### config.mk
export PLATFORM = sky130hd
export DESIGN_NAME = pred_issue_seq
export DESIGN_NICKNAME = d
export VERILOG_FILES = /design/src/rtl/pis_pkg.sv /design/src/rtl/pis_lane_pick.sv /design/src/rtl/pis_reg_map.sv /design/src/rtl/pis_ctrl.sv /design/src/rtl/pred_issue_seq.sv
export SDC_FILE = /design/constraint.sdc
export NUM_CORES = 1
export LEC_CHECK = 0
export BUFFER_PORTS_ARGS = -buffer_cell sky130_fd_sc_hd__buf_2
export CORE_MARGIN = 2
export CORE_UTILIZATION = 53
export DETAILED_ROUTE_END_ITERATION = 10
export PLACE_DENSITY = 0.78
export SLEW_MARGIN = 20
export SYNTH_ARGS = -nofsm -noshare
export SYNTH_HDL_FRONTEND = slang
export SYNTH_SLANG_ARGS = --single-unit
### constraint.sdc
create_clock -name clk -period 21.4 [get_ports clk]
set_input_delay 4.28 -clock clk [delete_from_list [all_inputs] [get_ports clk]]
set_output_delay 4.28 -clock clk [all_outputs]
set_load 0.02 [all_outputs]
### src/rtl/pis_pkg.sv
package pis_pkg;
  // Register file index width of the scalar core.
  localparam int unsigned REG_W = 5;

  typedef struct packed {
    logic [REG_W-1:0] base;
    logic             is_vec;
  } opnd_t;
endpackage

### src/rtl/pis_lane_pick.sv
// Picks the lowest LANES set bits of a pending mask, one per lane, in order.
module pis_lane_pick #(
  parameter int unsigned XLEN  = 32,
  parameter int unsigned LANES = 4,
  localparam int unsigned IDXW = $clog2(XLEN)
) (
  input  logic [XLEN-1:0]       pend,
  output logic [LANES-1:0]      lane_vld,
  output logic [LANES*IDXW-1:0] lane_idx,
  output logic [XLEN-1:0]       taken
);
  logic [XLEN-1:0] rem;
  logic [XLEN-1:0] oh;
  localparam logic [XLEN-1:0] ONE = {{(XLEN-1){1'b0}}, 1'b1};

  always_comb begin
    rem      = pend;
    oh       = '0;
    lane_vld = '0;
    lane_idx = '0;
    for (int k = 0; k < LANES; k++) begin
      oh          = rem & (~rem + ONE);
      lane_vld[k] = |rem;
      for (int b = 0; b < XLEN; b++) begin
        if (oh[b]) lane_idx[k*IDXW +: IDXW] = IDXW'(b);
      end
      rem = rem & ~oh;
    end
    taken = pend & ~rem;
  end

  // Checks on the picked lanes.
  int nv;
  always_comb begin
    nv = 0;
    for (int k = 0; k < LANES; k++) nv = nv + int'(lane_vld[k]);
    p_count_r3: assert ($countones(taken) == nv)
      else $error("taken bits differ from filled lanes");
    for (int k = 1; k < LANES; k++) begin
      p_packed_r3: assert (!lane_vld[k] || lane_vld[k-1])
        else $error("lane gap");
      p_order_r2: assert (!lane_vld[k] ||
                          (lane_idx[k*IDXW +: IDXW] > lane_idx[(k-1)*IDXW +: IDXW]))
        else $error("element order");
    end
  end
endmodule

### src/rtl/pis_reg_map.sv
// Maps per-lane element indices to register numbers for one operand.
module pis_reg_map
  import pis_pkg::*;
#(
  parameter int unsigned LANES = 4,
  parameter int unsigned IDXW  = 5
) (
  input  opnd_t                  opnd,
  input  logic [LANES*IDXW-1:0]  lane_idx,
  output logic [LANES*REG_W-1:0] lane_reg
);
  localparam int unsigned SUMW = IDXW + REG_W;

  for (genvar k = 0; k < LANES; k++) begin : g_lane
    logic [IDXW-1:0] off;
    logic [SUMW-1:0] sum;
    assign off = opnd.is_vec ? lane_idx[k*IDXW +: IDXW] : '0;
    assign sum = {{IDXW{1'b0}}, opnd.base} + {{REG_W{1'b0}}, off};
    assign lane_reg[k*REG_W +: REG_W] = sum[REG_W-1:0];
  end
endmodule

### src/rtl/pis_ctrl.sv
// Command capture, pending-element mask and completion control.
module pis_ctrl #(
  parameter int unsigned XLEN = 32,
  localparam int unsigned VLW = $clog2(XLEN+1)
) (
  input  logic            clk,
  input  logic            rst_n,
  input  logic            cmd_valid,
  output logic            cmd_ready,
  input  logic [VLW-1:0]  cmd_vlen,
  input  logic [XLEN-1:0] cmd_pred,
  input  logic            cmd_zero,
  input  logic            cmd_scalar,
  input  logic [XLEN-1:0] taken,
  input  logic            uop_ready,
  output logic            uop_valid,
  output logic [XLEN-1:0] pend_q,
  output logic [XLEN-1:0] pred_q,
  output logic            zmode_q,
  output logic            scal_q,
  output logic            done_q
);
  localparam logic [VLW-1:0] VL_MAX = VLW'(XLEN);
  localparam logic [XLEN-1:0] FIRST = {{(XLEN-1){1'b0}}, 1'b1};

  logic            busy_q;
  logic [VLW-1:0]  vl_c;
  logic [XLEN-1:0] vmask;
  logic [XLEN-1:0] start_mask;
  logic [XLEN-1:0] pend_left;
  logic            cmd_fire;
  logic            uop_fire;

  assign cmd_ready = !busy_q;
  assign uop_valid = busy_q;
  assign cmd_fire  = cmd_valid && cmd_ready;
  assign uop_fire  = uop_valid && uop_ready;
  assign pend_left = pend_q & ~taken;

  always_comb begin
    vl_c = (cmd_vlen > VL_MAX) ? VL_MAX : cmd_vlen;
    for (int i = 0; i < XLEN; i++) vmask[i] = (i < int'(vl_c));
    if (cmd_scalar)    start_mask = FIRST;
    else if (cmd_zero) start_mask = vmask;
    else               start_mask = vmask & cmd_pred;
  end

  always_ff @(posedge clk) begin
    if (!rst_n) begin
      busy_q  <= 1'b0;
      pend_q  <= '0;
      pred_q  <= '0;
      zmode_q <= 1'b0;
      scal_q  <= 1'b0;
      done_q  <= 1'b0;
    end else begin
      done_q <= 1'b0;
      if (cmd_fire) begin
        pred_q  <= cmd_pred;
        zmode_q <= cmd_zero;
        scal_q  <= cmd_scalar;
        pend_q  <= start_mask;
        if (start_mask == '0) done_q <= 1'b1;
        else                  busy_q <= 1'b1;
      end else if (uop_fire) begin
        pend_q <= pend_left;
        if (pend_left == '0) begin
          busy_q <= 1'b0;
          done_q <= 1'b1;
        end
      end
    end
  end

  p_hold_r7: assert property (@(posedge clk) disable iff (!rst_n)
    (uop_valid && !uop_ready) |=> (uop_valid && $stable(pend_q)));
  p_work_r3: assert property (@(posedge clk) disable iff (!rst_n)
    busy_q |-> (pend_q != '0));
  p_done_idle_r8: assert property (@(posedge clk) disable iff (!rst_n)
    done_q |-> cmd_ready);
  p_start_r1: assert property (@(posedge clk) disable iff (!rst_n)
    $rose(busy_q) |-> $past(cmd_valid));
endmodule

### src/rtl/pred_issue_seq.sv
module pred_issue_seq
  import pis_pkg::*;
#(
  parameter int unsigned XLEN  = 32,
  parameter int unsigned LANES = 4,
  localparam int unsigned IDXW = $clog2(XLEN),
  localparam int unsigned VLW  = $clog2(XLEN+1)
) (
  input  logic                   clk,
  input  logic                   rst_n,
  input  logic                   cmd_valid,
  output logic                   cmd_ready,
  input  logic [VLW-1:0]         cmd_vlen,
  input  logic [XLEN-1:0]        cmd_pred,
  input  logic                   cmd_zero,
  input  logic [REG_W-1:0]       cmd_rd,
  input  logic                   cmd_rd_vec,
  input  logic [REG_W-1:0]       cmd_rs1,
  input  logic                   cmd_rs1_vec,
  input  logic [REG_W-1:0]       cmd_rs2,
  input  logic                   cmd_rs2_vec,
  output logic                   uop_valid,
  input  logic                   uop_ready,
  output logic [LANES-1:0]       uop_lane_en,
  output logic [LANES*IDXW-1:0]  uop_idx,
  output logic [LANES*REG_W-1:0] uop_rd,
  output logic [LANES*REG_W-1:0] uop_rs1,
  output logic [LANES*REG_W-1:0] uop_rs2,
  output logic [LANES-1:0]       uop_zero,
  output logic                   seq_done
);
  logic            cmd_scalar;
  logic [XLEN-1:0] pend_q;
  logic [XLEN-1:0] pred_q;
  logic [XLEN-1:0] taken;
  logic            zmode_q;
  logic            scal_q;
  logic [LANES-1:0] lane_vld;
  opnd_t           rd_q, rs1_q, rs2_q;

  assign cmd_scalar = !cmd_rd_vec && !cmd_rs1_vec && !cmd_rs2_vec;

  always_ff @(posedge clk) begin
    if (!rst_n) begin
      rd_q  <= '0;
      rs1_q <= '0;
      rs2_q <= '0;
    end else if (cmd_valid && cmd_ready) begin
      rd_q  <= '{base: cmd_rd,  is_vec: cmd_rd_vec};
      rs1_q <= '{base: cmd_rs1, is_vec: cmd_rs1_vec};
      rs2_q <= '{base: cmd_rs2, is_vec: cmd_rs2_vec};
    end
  end

  pis_ctrl #(.XLEN(XLEN)) u_ctrl (
    .clk       (clk),
    .rst_n     (rst_n),
    .cmd_valid (cmd_valid),
    .cmd_ready (cmd_ready),
    .cmd_vlen  (cmd_vlen),
    .cmd_pred  (cmd_pred),
    .cmd_zero  (cmd_zero),
    .cmd_scalar(cmd_scalar),
    .taken     (taken),
    .uop_ready (uop_ready),
    .uop_valid (uop_valid),
    .pend_q    (pend_q),
    .pred_q    (pred_q),
    .zmode_q   (zmode_q),
    .scal_q    (scal_q),
    .done_q    (seq_done)
  );

  pis_lane_pick #(.XLEN(XLEN), .LANES(LANES)) u_pick (
    .pend    (pend_q),
    .lane_vld(lane_vld),
    .lane_idx(uop_idx),
    .taken   (taken)
  );

  pis_reg_map #(.LANES(LANES), .IDXW(IDXW)) u_map_rd (
    .opnd(rd_q), .lane_idx(uop_idx), .lane_reg(uop_rd));
  pis_reg_map #(.LANES(LANES), .IDXW(IDXW)) u_map_rs1 (
    .opnd(rs1_q), .lane_idx(uop_idx), .lane_reg(uop_rs1));
  pis_reg_map #(.LANES(LANES), .IDXW(IDXW)) u_map_rs2 (
    .opnd(rs2_q), .lane_idx(uop_idx), .lane_reg(uop_rs2));

  for (genvar k = 0; k < LANES; k++) begin : g_out
    assign uop_lane_en[k] = lane_vld[k] && uop_valid;
    assign uop_zero[k]    = uop_lane_en[k] && zmode_q && !scal_q &&
                            !pred_q[uop_idx[k*IDXW +: IDXW]];
  end

  // Scalar pass-through issues one lane only.
  p_scalar_one_r6: assert property (@(posedge clk) disable iff (!rst_n)
    (uop_valid && scal_q) |-> (uop_lane_en == LANES'(1) && uop_zero == '0));
  p_zero_mode_r5: assert property (@(posedge clk) disable iff (!rst_n)
    (uop_valid && !zmode_q) |-> (uop_zero == '0));
endmodule

==> results of run 1 <==
-- cells in the mapped netlist, types with 19 or more instances --
master and n:
xnor2_1 52, clkbuf_1 97, nor3_1 36, or2_2 19, nand2_1 223, a21boi_0 62, nor2b_1 44, o31ai_1 20
o22ai_1 22, inv_1 66, dfxtp_1 86, o21ai_0 78, nor2_1 99, maj3_1 21, a21o_1 33, ha_1 48
a21oi_1 110, a211oi_1 30, mux2i_1 65, nand3_1 38, and2_1 58
-- per-stage QoR --
stage	utilization (%)	hold slack (ns)	total power, mW
2_1_floorplan	-	0.4389	0.6816
3_3_place_gp	56.66	0.4484	0.8647
3_5_place_dp	56.66	0.4568	0.8730
4_1_cts	58.05	0.4658	1.035
5_1_grt	58.08	0.4792	1.107
6_report	58.08	0.4663	1.058
-- final cells by class --
type | instances | area [µm²]
flip-flops and latches | 86 | 1722
multi-input cells | 1346 | 9128
clock buffers | 9 | 225.2
clock inverters | 7 | 75.07
repair buffers | 162 | 838.3
well taps | 280 | 350.3
fillers | 2060 | 9091
inverters | 69 | 259.0
-- cells in the final DEF, fill, tap and decap left out, types with 38 or more instances in the layout --
| master | count |
|---|---|
| and2_1 | 58 |
| nor2b_1 | 43 |
| a21oi_1 | 110 |
| nor2_1 | 98 |
| nand3_1 | 38 |
| nand2_1 | 222 |
| dfxtp_1 | 86 |
| mux2i_1 | 65 |
| o21ai_0 | 78 |
| xnor2_1 | 52 |
| inv_1 | 66 |
| ha_1 | 48 |
| buf_2 | 151 |
| a21boi_0 | 62 |
-- tightest hold or removal path, delay by kind of cell, from the launching register on --
family / cells / cell delay (ns)
compound gates: 1 / 0.06
simple gates: 1 / 0.05
flops: 1 / 0.31
-- kinds of logic after synthesis --
logic type	count (synthesis)	share of synthesized area [%]
simple gates	611	26.33
flops	86	14.80
compound gates	525	32.11
xor+xnor	56	4.217
buf+inv	198	6.938
fa+ha+maj	82	9.133
mux	72	6.465
-- where the power goes --
| group | internal [mW] | leakage (nW) | switching, mW |
|---|---|---|---|
| registers | 0.172 | 0.706 | 0.0342 |
| clock network | 0.0828 | 0.144 | 0.0812 |
| logic | 0.229 | 4.66 | 0.459 |
-- routing by layer --
metal,vias to the layer above,global-route usage (%)
met5,-,0
met4,0,11.88
met3,100,7.224
met2,714,54.59
met1,6127,50.13
li1,6051,-
-- path summary, 6_finish.rpt --
check	cells past startpoint	end	slack (ns)	start
hold reg to reg	2	u_ctrl.zmode_q$_SDFFE_PN0P_	0.47	u_ctrl.zmode_q$_SDFFE_PN0P_
setup reg to reg	14	u_ctrl.uop_valid$_SDFFE_PN0P_	14.75	u_ctrl.pend_q[4]$_SDFFE_PN0P_
setup / recovery	21	uop_rs1[19]	9.33	u_ctrl.pend_q[4]$_SDFFE_PN0P_
hold / removal	2	u_ctrl.zmode_q$_SDFFE_PN0P_	0.47	u_ctrl.zmode_q$_SDFFE_PN0P_
-- state kept, by name, indices dropped and copies added (netlist names) --
register,count
rd_q,6
rs1_q,6
rs2_q,6
u_ctrl.done_q,1
u_ctrl.pend_q,32
u_ctrl.pred_q,32
u_ctrl.scal_q,1
u_ctrl.uop_valid,1
u_ctrl.zmode_q,1
==> results.sh, run 1 <==
export IMPL_fin_skew_ns=0.01321
export IMPL_slew_headroom_pct=24.81
export IMPL_portBuffers=151
export IMPL_final_layout_size_suffix_gt1_share_pct=14.65
export IMPL_status="finished clean"
export IMPL_avgRoutedWirePerCell_um=21.82
export IMPL_async_reset_ff_share_pct=0
export IMPL_dp_hpwl_mm=33.06
export IMPL_post_cts_buffers=0
export IMPL_hold_buffers=0
export IMPL_final_nets=1795
export IMPL_setup_viol=0
export IMPL_synth_flop_cell="dfxtp_1"
export IMPL_period_share_pct=56.42
export IMPL_worstPathRequired_ns=17.12
export IMPL_wl_met2_mm=18.73
export IMPL_syn_area_per_cell_um2=7.136
export IMPL_yosysSeqAreaShare_pct=14.80
export IMPL_peakVddDrop_mv=0.04509
export IMPL_synth_top_area_share_pct=14.80
export IMPL_setup_ws_ns=9.327
export IMPL_clk_pin_slew_ns=0.07
export IMPL_place_inst=1943
export IMPL_syn_nets=1751
export IMPL_fmax_ghz=0.08283
export IMPL_min_period_ns=12.07
export IMPL_criticalPathCategory="reg2out"
export IMPL_routed_wl_met3_mm=4.071
export IMPL_crit_family="simple AND/OR/NAND/NOR gates"
export IMPL_top_layer="met4"
export IMPL_cts_buffers=9
export IMPL_yosys_warnings=0
export IMPL_clkSinkCount=86
export IMPL_drcViolationCount=0
export IMPL_yosys_top_cells_area="dfxtp_1, nand2_1, mux2i_1"
export IMPL_instances_no_fill=1959
export IMPL_start_kind="flop"
export IMPL_tightest_slew_ns=1.120
export IMPL_stdcell_area_um2=12600
export IMPL_die_area_um2=23150
export IMPL_grt_pass1_vias=11700
export IMPL_cts_buffer_depth=2
export IMPL_grt_pass1_wl_mm=66.70
export IMPL_hold_viol_final=0
export IMPL_finalWeightedCongestion=1.030
export IMPL_htreeDepth=3
export IMPL_dpl_worst_slack_ns=9.757
export IMPL_maxSlewViolCount=0
export IMPL_syn_cell_area_um2=11630
export IMPL_yosysTopAreaCell="dfxtp_1"
export IMPL_rows=54
export IMPL_clkLatencyLatePin_ns=0.35
export IMPL_grt_max_degree=75
export IMPL_dpl_cell_area_um2=12290
export IMPL_cp_end_kind="output pin"
export IMPL_cts_resized_gates=0
export IMPL_clockRootBuffer="clkbuf_16"
export IMPL_post_drt_via_cell_ratio=6.632
export IMPL_final_antenna_net_count=0
export IMPL_synth_edff_count=0
export IMPL_worst_path_buf_inv=3
export IMPL_die_h_um=152.1
export IMPL_antenna_found_initial=0
export IMPL_path_cells="or4_4 > a2111oi_2 > a2bb2oi_1 > a211oi_2 > nor4_2 > a31oi_1 > or4b_4 > nand4b_2 > nor2_2 > o211a_1 > a211o_1 > and2_1 > ha_1 > inv_1 > fa_1 > inv_1 > a21o_1 > a21oi_1 > xnor2_1 > xnor2_1 > buf_2"
export IMPL_area_growth_syn_to_layout_pct=8.305
export IMPL_grt_use_total_pct=35.66
export IMPL_antenna_diode_count=0
export IMPL_ys_ff_latch=86
export IMPL_vias=12990
export IMPL_die_w_um=152.1
export IMPL_routed_wl_mm=42.75
export IMPL_wl_met1_mm=18.45
export IMPL_initial_core_util_pct=53.63
export IMPL_drtIter0Drc=1502
export IMPL_hold_path_class="reg2reg"
export IMPL_io_pins=152
export IMPL_coreArea_um2=21690
export IMPL_crit_slowest_cell="nor4_2"
export IMPL_power_density_nw_per_um2=83.95
export IMPL_synthCells=1630
export IMPL_cpPeakStageDelay_ns=0.96
export IMPL_rsz0062_at_grt="false"
export IMPL_grt_overflow=0
export IMPL_yosysUniqueCellTypes=97
export IMPL_crit_arrival_ns=7.79
export IMPL_timing_max_cap_violations=0
export IMPL_drtPass1Iterations=7
export IMPL_fin_setup_tns_ns=0
export IMPL_critical_path_peak_fanout=20
export IMPL_power_leakage_nw=5.510
export IMPL_cts_tree="done"
No activity file was read; power rests on OpenSTA's default activity.
==> run 2, diff against run 1 <==
--- a/config.mk
+++ b/config.mk
@@ -9,7 +9,7 @@
 export CORE_MARGIN = 2
 export CORE_UTILIZATION = 53
 export DETAILED_ROUTE_END_ITERATION = 10
-export PLACE_DENSITY = 0.78
+export PLACE_DENSITY = 0.81
 export SLEW_MARGIN = 20
 export SYNTH_ARGS = -nofsm -noshare
 export SYNTH_HDL_FRONTEND = slang
==> constraint.sdc (replaced) <==
create_clock -name clk -period 10.15 [get_ports clk]
set_input_delay 2.03 -clock clk [delete_from_list [all_inputs] [get_ports clk]]
set_output_delay 2.03 -clock clk [all_outputs]
set_load 0.02 [all_outputs]
==> run 2 against run 1 <==
Against the previous run: via count grew 2.1%; clock-buffer cell count unchanged; critical path depth is the same; largest power group unchanged; sequential power increased by 110%; critical endpoint unchanged; combinational power rose by 110%; non-clock buffer count up 6.
==> results.sh, run 2 (synthesis results as in run 1) <==
export IMPL_status="finished clean"
export IMPL_final_antenna_net_count=0
export IMPL_whs_ns=0.4757
export IMPL_min_period_ns=9.521
export IMPL_vias=13270
export IMPL_slew_headroom_pct=24.36
export IMPL_timing_max_cap_violations=0
export IMPL_power_density_nw_per_um2=176.9
export IMPL_fin_skew_ns=0.01467
export IMPL_num_fill_cells=2033
export IMPL_routed_wl_mm=43.33
export IMPL_cts_buffer_depth=2
export IMPL_intPower_mw=1.027
export IMPL_switchingPower_mw=1.210
export IMPL_peakVddDrop_mv=0.1031
export IMPL_die_w_um=152.1
export IMPL_io_pins=152
export IMPL_rows=54
export IMPL_setup_viol=0
export IMPL_grt_overflow=0
export IMPL_area_growth_syn_to_layout_pct=8.724
export IMPL_coreArea_um2=21690
export IMPL_wl_met1_mm=17.67
export IMPL_hold_viol_final=0
export IMPL_finalWeightedCongestion=1.030
export IMPL_antenna_found_initial=1
export IMPL_clk_pin_slew_ns=0.08
export IMPL_worstPathRequired_ns=8.12
export IMPL_final_layout_size_suffix_gt1_share_pct=15.01
export IMPL_tightest_slew_ns=1.135
export IMPL_final_nets=1801
export IMPL_critical_path_peak_fanout=20
export IMPL_fmax_ghz=0.1050
export IMPL_cts_buffers=9
export IMPL_fin_setup_tns_ns=0
export IMPL_crit_arrival_ns=7.49
export IMPL_multi_input_area_um2=9131
export IMPL_drtPass1Iterations=7
export IMPL_grt_max_degree=87
export IMPL_die_area_um2=23150
export IMPL_seqPwrFrac_pct=19.4
export IMPL_drtIter0Drc=1597
export IMPL_routed_wl_met3_mm=4.594
export IMPL_clkSinkCount=86
export IMPL_layout_commonest_cell="nand2_1"
export IMPL_post_drt_via_cell_ratio=6.747
export IMPL_grt_pass1_wl_mm=67.94
export IMPL_p_total_mw=2.237
export IMPL_register_area_um2=1722
export IMPL_power_leakage_nw=5.539
export IMPL_grt_use_total_pct=36.31
export IMPL_top_regs="u_ctrl.pend_q (32), u_ctrl.pred_q (32)"
export IMPL_swShare_pct=54.10
export IMPL_clkLatencyLatePin_ns=0.35
export IMPL_post_cts_buffers=0
export IMPL_cts_tree="done"
export IMPL_pwr_share_clk_pct=15.5
export IMPL_clockRootBuffer="clkbuf_16"
export IMPL_criticalPathCategory="reg2out"
export IMPL_period_share_pct=93.80
export IMPL_cts_resized_gates=0
export IMPL_initial_core_util_pct=53.63
export IMPL_portBuffers=151
export IMPL_final_cell_mix="nand2_1, buf_2, a21oi_1, nor2_1, dfxtp_1"
export IMPL_top_layer="met4"
export IMPL_hold_path_class="reg2reg"
export IMPL_hold_buffers=0
export IMPL_avgRoutedWirePerCell_um=22.04
export IMPL_maxSlewViolCount=0
export IMPL_power_share_combinational_pct=65.1
export IMPL_instances_no_fill=1966
export IMPL_rsz0062_at_grt="false"
export IMPL_htreeDepth=3
export IMPL_start_kind="flop"
export IMPL_dp_hpwl_mm=33.39
export IMPL_drcViolationCount=0
export IMPL_cp_end_kind="output pin"
export IMPL_place_inst=1949
export IMPL_grt_pass1_vias=12200
export IMPL_die_h_um=152.1
export IMPL_wl_met2_mm=19.21
run 2: cell count changes in the layout (fill, tap and decap cells not counted), sizes merged:
cell,change
buf,+6
clkinv,-1
inv,+1
diode,+1
run 2: power groups by stage:
| stage | clock, mW | combinational, mW | sequential [mW] |
|---|---|---|---|
| CTS | 0.347 | 1.41 | 0.430 |
| global placement | 0 | 1.39 | 0.436 |
| global route | 0.360 | 1.55 | 0.438 |
| finish | 0.346 | 1.46 | 0.434 |
| floorplan | 0 | 1.05 | 0.389 |
| detailed placement | 0 | 1.40 | 0.437 |
run 2: final timing paths:
check        depth (start not counted)                       endpoint                          start  slack [ns]
max                                 21                    uop_rs1[19]  u_ctrl.pend_q[4]$_SDFFE_PN0P_        0.63
min                                  2    u_ctrl.zmode_q$_SDFFE_PN0P_    u_ctrl.zmode_q$_SDFFE_PN0P_        0.48
max reg2reg                         14  u_ctrl.uop_valid$_SDFFE_PN0P_  u_ctrl.pend_q[4]$_SDFFE_PN0P_        3.91
min reg2reg                          2    u_ctrl.zmode_q$_SDFFE_PN0P_    u_ctrl.zmode_q$_SDFFE_PN0P_        0.48
run 2: layout make-up:
class | instances | share of cell area [%]
flip-flops and latches | 86 | 13.61
multi-input cells | 1346 | 72.21
diodes | 1 | 0.01979
clock buffers | 9 | 1.781
well taps | 280 | 2.770
inverters | 69 | 2.048
clock inverters | 7 | 0.5739
repair buffers | 168 | 6.985
run 2: worst max-delay path: stages (launching register included):
cell and delay (ns):
dfxtp_1 0.54, or4_4 0.71, o31ai_2 0.80, nand3_4 0.23, or3_1 0.72, nor4_4 0.62
o21ai_0 0.32, or3_1 0.46, maj3_2 0.35, o32a_1 0.34, nor2_1 0.09, a211o_1 0.38
and2_1 0.19, ha_1 0.17, inv_1 0.06, fa_1 0.39, inv_1 0.08, a21o_1 0.11
a21oi_1 0.07, xnor2_1 0.17, xnor2_1 0.14, buf_2 0.18
run 2: routing by layer:
metal / vias up / GRT usage [%]
met5: - / 0
met2: 823 / 56.76
met1: 6250 / 48.34
li1: 6053 / -
met3: 139 / 7.793
met4: 0 / 15.93
run 2: stage by stage:
step / utilization [%] / cell area (µm²) / worst slack, ns
after global routing: 58.30 / 12640 / 0.2054
final: 58.31 / 12650 / 0.6293
after floorplan: - / 11630 / 2.331
after global placement: 56.87 / 12330 / 1.325
after CTS: 58.24 / 12630 / 0.7502
after detailed placement: 56.87 / 12330 / 1.162
==> run 3, diff against run 2 <==
--- a/config.mk
+++ b/config.mk
@@ -10,6 +10,7 @@
 export CORE_UTILIZATION = 53
 export DETAILED_ROUTE_END_ITERATION = 10
 export PLACE_DENSITY = 0.81
+export SETUP_SLACK_MARGIN = 0.15
 export SLEW_MARGIN = 20
 export SYNTH_ARGS = -nofsm -noshare
 export SYNTH_HDL_FRONTEND = slang
==> constraint.sdc (replaced) <==
create_clock -name clk -period 8.6 [get_ports clk]
set_input_delay 1.72 -clock clk [delete_from_list [all_inputs] [get_ports clk]]
set_output_delay 1.72 -clock clk [all_outputs]
set_load 0.02 [all_outputs]
==> run 3 against run 2 <==
Against the previous run: wire length increased by 3.5%; hold slack improved by 0.0012 ns; cell count increased by 1.6%; global-route usage increased by 1.1 points; sequential share of layout area decreased by 0.36 points; critical path type unchanged.
==> results.sh, run 3 (synthesis results as in run 1) <==
export IMPL_status="finished clean"
export IMPL_grt_use_total_pct=37.43
export IMPL_drtPass1Iterations=6
export IMPL_cts_buffer_depth=2
export IMPL_post_drt_via_cell_ratio=6.739
export IMPL_fin_skew_ns=0.02051
export IMPL_r2r_cells=16
export IMPL_min_period_ns=8.096
export IMPL_coreArea_um2=21690
export IMPL_grt_pass1_wl_mm=69.71
export IMPL_hold_buffers=0
export IMPL_rows=54
export IMPL_final_nets=1833
export IMPL_drcViolationCount=0
export IMPL_dp_hpwl_mm=34.30
export IMPL_vias=13460
export IMPL_crit_arrival_ns=6.38
export IMPL_clkSinkCount=86
export IMPL_critical_path_peak_fanout=19
export IMPL_cts_buffers=9
export IMPL_avgRoutedWirePerCell_um=22.46
export IMPL_fmax_ghz=0.1235
export IMPL_hold_path_startpoint="u_ctrl.scal_q$_SDFFE_PN0P_"
export IMPL_clkLatencyLatePin_ns=0.36
export IMPL_instances_no_fill=1997
export IMPL_setup_viol=0
export IMPL_power_density_nw_per_um2=209.5
export IMPL_r2r_end="u_ctrl.uop_valid$_SDFFE_PN0P_"
export IMPL_die_h_um=152.1
export IMPL_antenna_found_initial=1
export IMPL_worstHoldPathCells=2
export IMPL_grt_max_degree=87
export IMPL_hold_path_class="reg2reg"
export IMPL_peakVddDrop_mv=0.1114
export IMPL_grt_overflow=0
export IMPL_hold_viol_final=0
export IMPL_finalWeightedCongestion=1.008
export IMPL_final_layout_size_suffix_gt1_share_pct=17.01
export IMPL_register_area_um2=1723
export IMPL_final_cell_mix="nand2_1, buf_2, a21oi_1, nor2_1, dfxtp_1"
export IMPL_drtIter0Drc=1978
export IMPL_multi_input_area_um2=9238
export IMPL_power_leakage_nw=5.715
export IMPL_cp_end_kind="output pin"
export IMPL_place_inst=1979
export IMPL_antenna_diode_count=0
export IMPL_die_area_um2=23150
export IMPL_worstPathRequired_ns=6.88
export IMPL_cts_tree="done"
export IMPL_die_w_um=152.1
export IMPL_clk_pin_slew_ns=0.08
export IMPL_criticalPathCategory="reg2out"
export IMPL_clockRootBuffer="clkbuf_16"
export IMPL_rsz0062_at_grt="false"
export IMPL_timing_max_cap_violations=0
export IMPL_maxSlewViolCount=0
export IMPL_slew_headroom_pct=26.37
export IMPL_htreeDepth=3
export IMPL_whs_endpoint="u_ctrl.scal_q$_SDFFE_PN0P_"
export IMPL_portBuffers=151
export IMPL_tightest_slew_ns=1.103
export IMPL_initial_core_util_pct=53.63
export IMPL_grt_pass1_vias=12500
export IMPL_fin_setup_tns_ns=0
export IMPL_io_pins=152
export IMPL_period_share_pct=94.13
export IMPL_start_kind="flop"
export IMPL_area_growth_syn_to_layout_pct=11.74
export IMPL_utilization_pct=59.92
export IMPL_top_regs="u_ctrl.pend_q (32), u_ctrl.pred_q (32)"
export IMPL_num_fill_cells=2014
export IMPL_layout_commonest_cell="nand2_1"
export IMPL_routed_wl_mm=44.86
export IMPL_r2r_start="u_ctrl.pend_q[4]$_SDFFE_PN0P_"
export IMPL_final_antenna_net_count=0
export IMPL_reg2reg_setup_slack_ns=3.18
run 3: cell count changes in the layout (fill, tap and decap cells not counted), sizes merged:
cell,previous run,this run
buf,168,200
clkinv,4,5
diode,1,0
inv,71,70
run 3: worst max-delay path: stages, from the launching register on:
cell and delay, ns:
dfxtp_1 0.32, buf_4 0.20, maj3_1 0.47, or3_1 0.50, o2bb2ai_1 0.20, buf_4 0.21, o32a_1 0.39, or4_1 0.44
a32o_1 0.27, or4b_4 0.56, nand4b_4 0.25, a21oi_1 0.37, a2111oi_4 0.12, inv_1 0.30, nand2_1 0.15, fa_1 0.47
inv_1 0.07, a21o_1 0.10, a21oi_1 0.08, xnor2_1 0.17, xnor2_1 0.15, buf_2 0.21
run 3: how the worst max path moves through the flow:
stage	cells past startpoint	to	slack (ns)	start
after floorplan	25	uop_rs1[19]	1.09	u_ctrl.pend_q[2]$_SDFFE_PN0P_
after global placement	21	uop_rs2[19]	0.56	u_ctrl.pend_q[5]$_SDFFE_PN0P_
after detailed placement	21	uop_rs2[19]	0.38	u_ctrl.pend_q[5]$_SDFFE_PN0P_
after CTS	19	uop_rs2[19]	0.25	u_ctrl.pend_q[5]$_SDFFE_PN0P_
after global routing	24	uop_rs2[19]	0.14	u_ctrl.pend_q[2]$_SDFFE_PN0P_
final	21	uop_rs2[19]	0.50	u_ctrl.pend_q[4]$_SDFFE_PN0P_
run 3: layout make-up:
class / instances / area share [%]
Clock buffer: 9 / 1.733
Inverter: 69 / 1.993
Sequential cell: 86 / 13.26
Tap cell: 280 / 2.696
Multi-Input combinational cell: 1346 / 71.08
Timing Repair Buffer: 200 / 8.645
Clock inverter: 7 / 0.5969
run 3: through the flow:
| stage | hold WS (ns) | setup WS (ns) | area (µm²) | power [mW] |
|---|---|---|---|---|
| floorplan | 0.4389 | 1.091 | 11630 | 1.696 |
| global placement | 0.4530 | 0.5603 | 12560 | 2.199 |
| detailed placement | 0.4661 | 0.3843 | 12560 | 2.218 |
| CTS | 0.4760 | 0.2490 | 12870 | 2.631 |
| global route | 0.4997 | 0.1395 | 13000 | 2.847 |
| finish | 0.4769 | 0.5045 | 13000 | 2.723 |
run 3: timing repair:
item,4_1_cts,5_1_grt
buffers inserted,0,2
pin swaps,0,1
resized for setup,3,16
setup endpoints to repair,3,9
run 3: power breakdown:
| group | total [mW] | leakage, nW | switching, mW | internal, mW |
|---|---|---|---|---|
| Combinational | 1.82 | 4.86 | 1.19 | 0.626 |
| Sequential | 0.495 | 0.707 | 0.0672 | 0.428 |
| Clock | 0.411 | 0.144 | 0.205 | 0.206 |
run 3: layer usage:
layer  share of wire [%]  vias to the layer above  track usage [%]
li1                    -                     6115                -
met1                  40                     6286            50.46
met3                  12                      165            8.362
met2                  43                      891            57.01
met5                   0                        -                0
met4                 5.2                        0            17.40
